## config.mk

```make
export PLATFORM = sky130hd
export DESIGN_NAME = slot_status_counter_bank
export DESIGN_NICKNAME = d
export VERILOG_FILES = /design/src/rtl/slot_cnt_pkg.sv /design/src/rtl/cond_regs.sv /design/src/rtl/slot_match.sv /design/src/rtl/event_counter.sv /design/src/rtl/slot_status_counter_bank.sv
export SDC_FILE = /design/constraint.sdc
export NUM_CORES = 1
export LEC_CHECK = 0
export ABC_CLOCK_PERIOD_IN_PS = 3900
export BUFFER_PORTS_ARGS = -buffer_cell sky130_fd_sc_hd__buf_2
export CORE_AREA = 3 3 174 176
export DETAILED_ROUTE_END_ITERATION = 7
export DIE_AREA = 0 0 177 179
export MAX_ROUTING_LAYER = met4
export PLACE_DENSITY = 0.53
export RECOVER_POWER = 25
export REMOVE_ABC_BUFFERS = 1
export SYNTH_ARGS = -nofsm -noshare
export SYNTH_HDL_FRONTEND = slang
export SYNTH_SLANG_ARGS = --single-unit
```

## constraint.sdc

```tcl
create_clock -name clk -period 3.9 [get_ports clk]
set_clock_uncertainty 0.15 [all_clocks]
set_input_delay 0 -clock clk [delete_from_list [all_inputs] [get_ports clk]]
set_output_delay 0 -clock clk [all_outputs]
set_load 0.005 [all_outputs]
```

## src/rtl/slot_cnt_pkg.sv

```systemverilog
// Package: shared constants and types for the conditional slot status counter bank.
// Assumes a 2-bit selector, so there are four counters; the control word field
// positions are fixed by the host register layout.
package slot_cnt_pkg;

    localparam int SEL_W     = 2;
    localparam int NUM_CNT   = 1 << SEL_W;
    localparam int WORD_W    = 16;
    localparam int NUM_CH    = 2;
    localparam int POS_WMODE = 2;
    localparam int POS_MULTI = 3;
    localparam int POS_MASK  = 10;
    localparam int CFG_W     = POS_MASK + 4 - POS_MULTI;

    typedef enum logic [1:0] {
        MODE_A   = 2'b00,
        MODE_B   = 2'b01,
        MODE_ANY = 2'b10,
        MODE_SUM = 2'b11
    } chan_mode_e;

    // Packed so that the member order matches control word bits [13:3].
    typedef struct packed {
        logic [3:0] err_mask;
        logic       need_startup;
        logic       need_nonnull;
        logic       need_sync;
        logic       need_valid;
        chan_mode_e mode;
        logic       multi;
    } cond_cfg_t;

    typedef struct packed {
        logic startup;
        logic is_null;
        logic sync;
        logic valid;
    } frame_ind_t;

endpackage

```

## src/rtl/cond_regs.sv

```systemverilog
// Module: cond_regs
// Holds the four condition registers, the selector and the write mode. The host
// reaches them through one control word. A write with the write-mode bit clear
// loads the selected register; with it set, only the selector moves.
// Assumes one write per clock at most; the read data are combinational.
module cond_regs
    import slot_cnt_pkg::*;
(
    input  logic                        clk,
    input  logic                        rst_n,
    input  logic                        wr_en_i,
    input  logic [WORD_W-1:0]           wdata_i,
    output logic [WORD_W-1:0]           rdata_o,
    output cond_cfg_t [NUM_CNT-1:0]     cfg_o
);

    logic [SEL_W-1:0]          sel_q;
    logic                      wmode_q;
    cond_cfg_t [NUM_CNT-1:0]   cfg_q;
    logic [SEL_W-1:0]          wsel;
    logic                      wmode_new;

    assign wsel      = wdata_i[SEL_W-1:0];
    assign wmode_new = wdata_i[POS_WMODE];

    // Purpose: register host writes to the selector, write mode and condition fields.
    always_ff @(posedge clk) begin
        if (!rst_n) begin
            sel_q   <= '0;
            wmode_q <= 1'b0;
            cfg_q   <= '0;
        end else if (wr_en_i) begin
            sel_q   <= wsel;
            wmode_q <= wmode_new;
            if (!wmode_new) begin
                cfg_q[wsel] <= cond_cfg_t'(wdata_i[POS_MASK+3:POS_MULTI]);
            end
        end
    end

    // Purpose: assemble the read view of the selected register.
    always_comb begin
        rdata_o = {2'b00, cfg_q[sel_q], wmode_q, sel_q};
    end

    assign cfg_o = cfg_q;

    // a full-mode write is visible in the read word on the next clock
    assert_full_write_R1: assert property (@(posedge clk) disable iff (!rst_n)
        (wr_en_i && !wdata_i[POS_WMODE]) |=> rdata_o == {2'b00, $past(wdata_i[13:0])});

    // a select-only write leaves every condition register unchanged
    assert_sel_only_R2: assert property (@(posedge clk) disable iff (!rst_n)
        (wr_en_i && wdata_i[POS_WMODE]) |=> $stable(cfg_o));

    // reserved bits written as ones still read back as zero
    assert_rsvd_zero_R3: assert property (@(posedge clk) disable iff (!rst_n)
        (wr_en_i && wdata_i[WORD_W-1:WORD_W-2] != 2'b00) |=> rdata_o[WORD_W-1:WORD_W-2] == 2'b00);

endmodule

```

## src/rtl/slot_match.sv

```systemverilog
// Module: slot_match
// Evaluates one condition register against the status of both channels and
// produces the increment (0, 1 or 2) that follows from the channel mode.
// Assumes the status inputs are meaningful only when the caller's slot strobe is high.
module slot_match
    import slot_cnt_pkg::*;
(
    input  logic                       clk,
    input  logic                       rst_n,
    input  cond_cfg_t                  cfg_i,
    input  frame_ind_t [NUM_CH-1:0]    ind_i,
    input  logic [NUM_CH-1:0][3:0]     err_i,
    output logic [1:0]                 inc_o
);

    logic [NUM_CH-1:0] hit;

    for (genvar ch = 0; ch < NUM_CH; ch++) begin : g_ch
        logic qual_ok;
        logic err_ok;

        // Purpose: decide whether this channel meets the qualifiers and error mask.
        always_comb begin
            qual_ok = (!cfg_i.need_valid   ||  ind_i[ch].valid)
                   && (!cfg_i.need_sync    ||  ind_i[ch].sync)
                   && (!cfg_i.need_nonnull || !ind_i[ch].is_null)
                   && (!cfg_i.need_startup ||  ind_i[ch].startup);
            err_ok  = (cfg_i.err_mask == 4'b0000) || (|(cfg_i.err_mask & err_i[ch]));
        end

        assign hit[ch] = qual_ok && err_ok;
    end

    // Purpose: combine the per-channel results according to the channel mode.
    always_comb begin
        case (cfg_i.mode)
            MODE_A:   inc_o = {1'b0, hit[0]};
            MODE_B:   inc_o = {1'b0, hit[1]};
            MODE_ANY: inc_o = {1'b0, |hit};
            default:  inc_o = {1'b0, hit[0]} + {1'b0, hit[1]};
        endcase
    end

    // only the summing mode may step by two
    assert_single_step_R6: assert property (@(posedge clk) disable iff (!rst_n)
        (cfg_i.mode != MODE_SUM) |-> (inc_o != 2'd2));

    // valid-only with no valid frame on either channel never counts
    assert_valid_gate_R4: assert property (@(posedge clk) disable iff (!rst_n)
        (cfg_i.need_valid && !ind_i[0].valid && !ind_i[1].valid) |-> (inc_o == 2'd0));

endmodule

```

## src/rtl/event_counter.sv

```systemverilog
// Module: event_counter
// One saturating counter. It keeps a running count and a published count. In
// single-cycle mode the cycle-end strobe copies the running count, including a
// coincident slot, to the published count and clears the running count. In
// multi-cycle mode the readable value is the running count itself.
// Assumes inc_i is valid only while slot_i is high.
module event_counter #(
    parameter int CNT_W = 16
) (
    input  logic             clk,
    input  logic             rst_n,
    input  logic             slot_i,
    input  logic [1:0]       inc_i,
    input  logic             cycle_end_i,
    input  logic             multi_i,
    output logic [CNT_W-1:0] value_o
);

    localparam logic [CNT_W-1:0] MAX_VAL = '1;

    logic [CNT_W-1:0] run_q;
    logic [CNT_W-1:0] snap_q;
    logic [CNT_W:0]   sum;
    logic [CNT_W-1:0] step;
    logic             clear;

    // Purpose: compute the saturated next running count for this slot.
    always_comb begin
        sum   = {1'b0, run_q} + {{(CNT_W-1){1'b0}}, inc_i};
        if (!slot_i)          step = run_q;
        else if (sum[CNT_W])  step = MAX_VAL;
        else                  step = sum[CNT_W-1:0];
        clear = cycle_end_i && !multi_i;
    end

    // Purpose: advance the running count and publish it at cycle end.
    always_ff @(posedge clk) begin
        if (!rst_n) begin
            run_q  <= '0;
            snap_q <= '0;
        end else if (clear) begin
            snap_q <= step;
            run_q  <= '0;
        end else begin
            run_q  <= step;
        end
    end

    assign value_o = multi_i ? run_q : snap_q;

    // once saturated, the count stays at its maximum until cleared
    assert_no_wrap_R10: assert property (@(posedge clk) disable iff (!rst_n)
        (run_q == MAX_VAL && !clear) |=> run_q == MAX_VAL);

    // single-cycle cycle end restarts the running count at zero
    assert_cycle_clear_R8: assert property (@(posedge clk) disable iff (!rst_n)
        clear |=> run_q == '0);

    // without a slot or a clear the running count holds
    assert_idle_hold_R9: assert property (@(posedge clk) disable iff (!rst_n)
        (!slot_i && !clear) |=> $stable(run_q));

endmodule

```

## src/rtl/slot_status_counter_bank.sv

```systemverilog
// Module: slot_status_counter_bank (top)
// Four condition registers behind one control word, each governing its own
// saturating slot status counter. One match unit and one counter are generated
// per condition register.
// Assumes slot_done and cycle_end are single-clock strobes from the protocol engine.
module slot_status_counter_bank
    import slot_cnt_pkg::*;
#(
    parameter int CNT_W = 16
) (
    input  logic                     clk,
    input  logic                     rst_n,
    input  logic                     host_wr,
    input  logic [15:0]              host_wdata,
    output logic [15:0]              host_rdata,
    input  logic                     slot_done,
    input  logic [3:0]               a_frame,
    input  logic [3:0]               a_err,
    input  logic [3:0]               b_frame,
    input  logic [3:0]               b_err,
    input  logic                     cycle_end,
    output logic [4*CNT_W-1:0]       counts
);

    cond_cfg_t [NUM_CNT-1:0]  cfg;
    frame_ind_t [NUM_CH-1:0]  ind;
    logic [NUM_CH-1:0][3:0]   err;

    assign ind[0] = frame_ind_t'(a_frame);
    assign ind[1] = frame_ind_t'(b_frame);
    assign err[0] = a_err;
    assign err[1] = b_err;

    cond_regs u_regs (
        .clk     (clk),
        .rst_n   (rst_n),
        .wr_en_i (host_wr),
        .wdata_i (host_wdata),
        .rdata_o (host_rdata),
        .cfg_o   (cfg)
    );

    for (genvar n = 0; n < NUM_CNT; n++) begin : g_cnt
        logic [1:0] inc;

        slot_match u_match (
            .clk   (clk),
            .rst_n (rst_n),
            .cfg_i (cfg[n]),
            .ind_i (ind),
            .err_i (err),
            .inc_o (inc)
        );

        event_counter #(.CNT_W(CNT_W)) u_cnt (
            .clk         (clk),
            .rst_n       (rst_n),
            .slot_i      (slot_done),
            .inc_i       (inc),
            .cycle_end_i (cycle_end),
            .multi_i     (cfg[n].multi),
            .value_o     (counts[n*CNT_W +: CNT_W])
        );
    end

endmodule

```

Word level (Yosys, flattened, before mapping). Index checks and enable logic that the tools add are counted.

Input port bits: 37. Output and inout bits: 80. Flip-flop bits (word level): 175. Word-level logic and storage cells: 212.

Muxes and demuxes: 21. Bitwise logic cells: 10. Eq/ne operators: 8. Reduce and logical (&&, ||, !) cells: 124. Add/subtract/negate cells: 8. $lt $le $gt $ge: 3.

Operator list (count): $mux W16 (12); $add A16 B2 Y17 (4); $bwmux W44 (1); $logic_or A1 B1 Y1 (40); $logic_and A1 B1 Y1 (37); $and A4 B4 Y4 (8); $reduce_or A4 Y1 (8); $pmux W2 S3 (4); $bmux W11 S2 (1); $demux W11 S2 (1); $logic_not A1 Y1 (22); $mux W11 (2); $logic_not A4 Y1 (4); $reduce_or A2 Y1 (8); $add A1 B1 Y2 (4); $eq A2 B1 Y1 const B (4); $eq A2 B2 Y1 const B (4); $logic_not A2 Y1 (4); $lt A2 B3 Y1 const B (2); $ge A2 B1 Y1 const B (1); $not A1 Y1 (2); $reduce_and A2 Y1 (1).

Logic depth before layout (Yosys ltp).
Word-level depth: 11. Depth in mapped cells: 17. Depth with buffers taken out: 16.

Modules after synthesis. Synthesis repeated with hierarchy kept, for this count alone.

Cell total of the unflattened synthesis: 1000. Area, all modules: 9202.6 sq um.

Modules (own cells, without submodules): event_counter (g_cnt[0].u_cnt ...) (area each 1585.3 sq um, seq. area each 640.6 sq um, cells each 181, instances 3); cond_regs (area each 2045.7 sq um, seq. area each 940.9 sq um, cells each 184, instances 1); event_counter (g_cnt[3].u_cnt) (area each 1610.3 sq um, seq. area each 640.6 sq um, cells each 177, instances 1); slot_match (area each 197.7 sq um, seq. area each 0.0 sq um, cells each 24, instances 4).

Worst setup path before layout. Ideal clock, no wire load.

Path kind: reg2reg. Start point: register u_regs.cfg_q, in the netlist u_regs.cfg_o[21]. End point: register g_cnt[1].u_cnt.snap_q[9]. Setup slack: -0.052 ns. Setup time: 0.114 ns. Data required time: 3.636 ns. Arrival: 3.688 ns. Stages on the path, launching flop included: 16. Path buffers: 1. Period minus slack after synthesis: 3.952 ns. Cell sequence: dfxtp_1 -> or4_1 -> nand2_1 -> a221oi_1 -> a2111oi_2 -> ha_1 -> mux4_2 -> ha_1 -> inv_1 -> fa_1 -> and3b_1 -> and4bb_2 -> nand2_1 -> clkbuf_1 -> a21oi_1 -> a21o_1.

Word-level cells in the longest chain between the ends: 9. Elaborated cells on any way between the ends: 15. Those cells by class: 2 x add/sub; 3 x mux; 2 x bitwise; 8 x reduce/logical.

RTL lines: from (decl) (RTL line cond_regs.sv:19) `cond_cfg_t [NUM_CNT-1:0] cfg_q;`; from (signal, indexed assignment) (RTL line cond_regs.sv:36) `cfg_q[wsel] <= cond_cfg_t'(wdata_i[POS_MASK+3:POS_MULTI]);`; $and A4 B4 Y4 (RTL line slot_match.sv:28) `err_ok = (cfg_i.err_mask == 4'b0000) || (|(cfg_i.err_mask & err_i[ch]));`; $reduce_or A4 Y1 (RTL line slot_match.sv:28); $logic_or A1 B1 Y1 (RTL line slot_match.sv:28); $logic_and A1 B1 Y1 (RTL line slot_match.sv:31) `assign hit[ch] = qual_ok && err_ok;`; $add A1 B1 Y2 / $reduce_or A2 Y1 (equally long branches) (RTL line slot_match.sv:40, slot_match.sv:39); $pmux W2 S3 * (RTL line slot_match.sv:36) `case (cfg_i.mode)`; $add A16 B2 Y17 * (RTL line event_counter.sv:29) `sum = {1'b0, run_q} + {{(CNT_W-1){1'b0}}, inc_i};`; $mux W16 * (RTL line event_counter.sv:31) `else if (sum[CNT_W]) step = MAX_VAL;`; $mux W16 * (RTL line event_counter.sv:30) `if (!slot_i) step = run_q;`; to (signal assigned) (RTL line event_counter.sv:42) `snap_q <= step;`; to (decl) (RTL line event_counter.sv:22) `logic [CNT_W-1:0] snap_q;`.

Mark *: on every way between the ends. The rest lies on a longest branch, timed or not. A chain may end at the register's enable or synchronous reset.

Final worst setup path.
Start point: register u_regs.cfg_q, in the netlist u_regs.cfg_o[10]. End point: register g_cnt[0].u_cnt.snap_q[14].

Word-level cells in the longest chain between the ends: 9. Elaborated cells on any way between the ends: 15. Those cells by class: 2 x add/sub; 3 x mux; 2 x bitwise; 8 x reduce/logical.

RTL lines (RTL line): $and A4 B4 Y4 (slot_match.sv:28); $reduce_or A4 Y1 (slot_match.sv:28); $logic_or A1 B1 Y1 (slot_match.sv:28); $logic_and A1 B1 Y1 (slot_match.sv:31); $add A1 B1 Y2 / $reduce_or A2 Y1 (equally long branches) (slot_match.sv:40, slot_match.sv:39); $pmux W2 S3 * (slot_match.sv:36); $add A16 B2 Y17 * (event_counter.sv:29); $mux W16 * (event_counter.sv:31); $mux W16 * (event_counter.sv:30); to (signal assigned) (event_counter.sv:42); to (decl) (event_counter.sv:22).

Marked as above.

==> results.yml <==
placement:
  placedInstanceArea_sq_mm: 0.01017
  place_worst_setup_slack_ns: -0.07376
  post-dp-hpwl_mm: 17.80
  io_buffers: 112
  numPlacedInstances: 1514
  globalplace.congestion: 0.8776
synth:
  synth_async_sr_flop_share: 0
  synth_common_cells: "175 x sky130_fd_sc_hd__dfxtp_1, 163 x sky130_fd_sc_hd__nand2_1, 64 x sky130_fd_sc_hd__mux2_2"
  yosysWarnings: 0
  synth-edff-count: 0
  synth-compound-area-share: 0.1856
  yosys_register_bits: 175
  ys_dominant_reg_cell: "sky130_fd_sc_hd__dfxtp_1"
  synth-seq-area-share: 0.3927
  most_frequent_cell_after_synthesis: "sky130_fd_sc_hd__dfxtp_1"
  largest_family_of_logic_cells_by_synthesized_area: "simple AND/OR/NAND/NOR gates"
  synth_area_sq_mm: 0.008921
  synth-adder-area-share: 0.03142
  synthMuxAreaShare: 0.1299
  xor_xnor_share_of_the_synthesized_area: 0.02651
  post_synth_inst_count: 1019
  yosysTopAreaCellShare: 0.3927
  synth.largest_area_cell: "sky130_fd_sc_hd__dfxtp_1"
  synth.avg_cell_area_sq_um: 8.755
  synth-simple-area-share: 0.1906
  synth_cell_type_count: 62
  post_synth_main_area_contributors: "sky130_fd_sc_hd__dfxtp_1 39%, sky130_fd_sc_hd__mux2_2 8.1%, sky130_fd_sc_hd__nand2_1 6.9%, sky130_fd_sc_hd__mux4_2 3.8%, sky130_fd_sc_hd__a21oi_1 3.4%"
finish:
  num-nets-final: 1237
  final_area_sq_mm: 0.01139
  final-instance-count-excl-fill: 1578
  syn_to_final_growth_pct: 27.70
  layout.core_utilization: 0.3958
  layout-drive-gt1-share: 0.2842
  n_fill_cell: 2907
sta:
  finalSetupViolations: 0
  finalHoldViolCount: 0
  fmaxAchievable_mhz: 262.1
  timing.final.max_slew_violations: 0
  max-slew-margin-rel: 0.1367
  least_setup_slack_across_all_paths_after_layout_ns: 0.08492
  finalCriticalPeriod_ns: 3.815
  timing_worst_slew_pin_value_ns: 1.295
  rsz0062_at_grt: "true"
  ratio_of_final_minimum_period_to_clock_period: 0.9782
worst_setup_path:
  timing.critical_path.max_delay_family: "simple AND/OR/NAND/NOR gates"
  critical-path-max-stage-delay_ns: 0.55
  timing.critical_path.slowest_stage_cell: "sky130_fd_sc_hd__or4_4"
  highest_net_fanout_along_the_worst_path: 3
  path_cells: "or4_4, nand2_4, a221oi_4, a2111oi_4, buf_4, ha_4, mux4_2, ha_4, inv_2, fa_2, nand3b_1, nor3_4, nand2_2, xnor2_2, a221o_1"
  endpoint_kind: "register"
  critical_path.startpoint_type: "register"
  worstPathRequired_ns: 4.07
  worstPathBufferInverterCount: 2
  critPathKind: "reg2reg"
  cp_data_arrival_time_ns: 3.98
  critPathMostFrequentCell: "sky130_fd_sc_hd__ha_4"
global_routing:
  global_route.overflow_total: 0
  grtUsageMet2: 0.2603
  grt_max_degree: 57
  globalRouteMet1Util: 0.2168
  grt_util_all_layers: 0.1660
  grt_pass1_wl_mm: 40.85
  global_route.peak_usage_layer: "met2"
  global_route.usage.met3: 0.03155
  grt_pass1_vias: 7649
  initial_antenna_violation_count: 1
power_and_ir_drop:
  sw_share: 0.2549
  static-leakage-power_nw: 4.636
  sequentialPowerShare: 0.479
  p_clk_frac: 0.438
  switchingPower_mw: 0.9751
  worst_ir_drop_vdd_v: 0.0002837
  totalPowerFinal_mw: 3.825
  p_per_area_mw_per_mm2: 335.8
  cellInternalPower_mw: 2.850
  pwr-share-comb: 0.083
job:
  drv_cap: 0
routing:
  post_drt_via_cell_ratio: 5.008
  drc_violation_total_after_the_first_tritonroute_iteration: 496
  finalWirelength_mm: 25.60
  wl_per_cell_um: 16.22
  drt_first_pass_iters: 5
  final_antenna_net_count: 0
  drc: 0
  routed-via-count: 7902
die:
  area_enclosed_by_the_die_boundary_sq_mm: 0.03168
  initial_utilization: 0.3100
  ios: 117
  core_region_area_sq_mm: 0.02878
  fp.dieH_um: 179
  die_width_um: 177
  placement_rows: 62
clock_network:
  worst_setup_hold_path_clk_slew_ns: 0.07
  clock_sinks: 175
  numCtsBuffers: 17
  clock_tree.root_cell: "sky130_fd_sc_hd__clkbuf_16"
  clock_tree.buffer_depth: 2
  clkLatencyLatePin_ns: 0.43
  clock_tree.htree_level_count: 4
  cts_tree: "done"
worst_hold_path:
  timing.hold.worst.class: "in2reg"
run_status:
  status: "finished clean"
[sequential cells by signal, indices dropped and copies added (netlist names)]
name and cells:
g_cnt.u_cnt.run_q 64, g_cnt.u_cnt.snap_q 64, u_regs.cfg_o 44, u_regs.sel_q 2
u_regs.wmode_q 1
[routing by layer]
metal / routed length, um / up-vias
met5: 0 / -
met4: 472 / 0
met3: 1063 / 28
met2: 11730 / 172
met1: 12330 / 3769
li1: - / 3933
[final timing paths]
kind,from,end,slack [ns],depth (start not counted)
worst max register to register,u_regs.cfg_o[10],g_cnt[0].u_cnt.snap_q[14],0.08,15
worst min register to register,g_cnt[2].u_cnt.snap_q[10],g_cnt[2].u_cnt.snap_q[10],0.29,2
worst max-delay path,u_regs.cfg_o[10],g_cnt[0].u_cnt.snap_q[14],0.08,15
worst min-delay path,slot_done,g_cnt[2].u_cnt.run_q[0],0.03,3
[cell type report]
cell class	count	area [sq um]	area share
well taps	384	480.5	0.04217
inverters	46	172.7	0.01516
diodes	1	2.502	0.0002197
clock buffers	18	439.2	0.03855
repair buffers	193	1245	0.1093
clock inverters	14	130.1	0.01142
multi-input cells	747	5411	0.4750
flip-flops and latches	175	3511	0.3082
[tightest hold or removal path: stages]
cell	delay [ns]
sky130_fd_sc_hd__buf_2	0.28
sky130_fd_sc_hd__o21ai_1	0.23
sky130_fd_sc_hd__nor2_1	0.05
[cell usage in the layout (no fill, tap or decap), types with 15 or more instances in the layout]
| cell | instances |
|---|---|
| sky130_fd_sc_hd__mux4_2 | 15 |
| sky130_fd_sc_hd__clkbuf_1 | 19 |
| sky130_fd_sc_hd__nand3_1 | 26 |
| sky130_fd_sc_hd__xnor2_1 | 15 |
| sky130_fd_sc_hd__buf_4 | 53 |
| sky130_fd_sc_hd__clkbuf_16 | 18 |
| sky130_fd_sc_hd__dlygate4sd3_1 | 19 |
| sky130_fd_sc_hd__o21ai_1 | 26 |
| sky130_fd_sc_hd__nand2_1 | 156 |
| sky130_fd_sc_hd__inv_1 | 42 |
| sky130_fd_sc_hd__a21oi_1 | 53 |
| sky130_fd_sc_hd__a21o_1 | 24 |
| sky130_fd_sc_hd__dfxtp_1 | 169 |
| sky130_fd_sc_hd__a21boi_0 | 35 |
| sky130_fd_sc_hd__mux2_2 | 52 |
| sky130_fd_sc_hd__buf_2 | 95 |
| sky130_fd_sc_hd__and3_1 | 17 |
| sky130_fd_sc_hd__o21ai_0 | 28 |
| sky130_fd_sc_hd__nor2_1 | 51 |
[cells by family (layout without fill, tap and decap cells)]
group	Yosys count	count (layout)
simple gates	354	354
buf+inv	98	271
mux	89	89
other cells	1	3
fa+ha+maj	20	20
compound gates	255	255
xor+xnor	27	27
flops	175	175
[repair_timing]
item                                   CTS  global route
buffers inserted                         1            11
hold buffers                            19             0
pin swaps                                6            36
cloned                                   0             1
resized for setup                        5            87
endpoints found under the hold margin   60             0
setup endpoints to repair               27            93
[power by group through the flow]
stage / clock network, mW / logic (mW) / registers (mW)
6_report: 1.68 / 0.316 / 1.83
5_1_grt: 1.80 / 0.352 / 1.83
2_1_floorplan: 0 / 0.141 / 1.87
4_1_cts: 1.73 / 0.296 / 1.83
3_3_place_gp: 0 / 0.278 / 1.87
3_5_place_dp: 0 / 0.280 / 1.87
[through the flow]
step / hold WS (ns) / TNS, ns
6_report: 0.02988 / 0
5_1_grt: 0.06823 / -1.117
4_1_cts: 0.01057 / -0.03110
3_5_place_dp: 0.1331 / -0.9829
3_3_place_gp: 0.1290 / 0
2_1_floorplan: -0.02183 / -0.07412
Power figures use the tool's default switching activity.
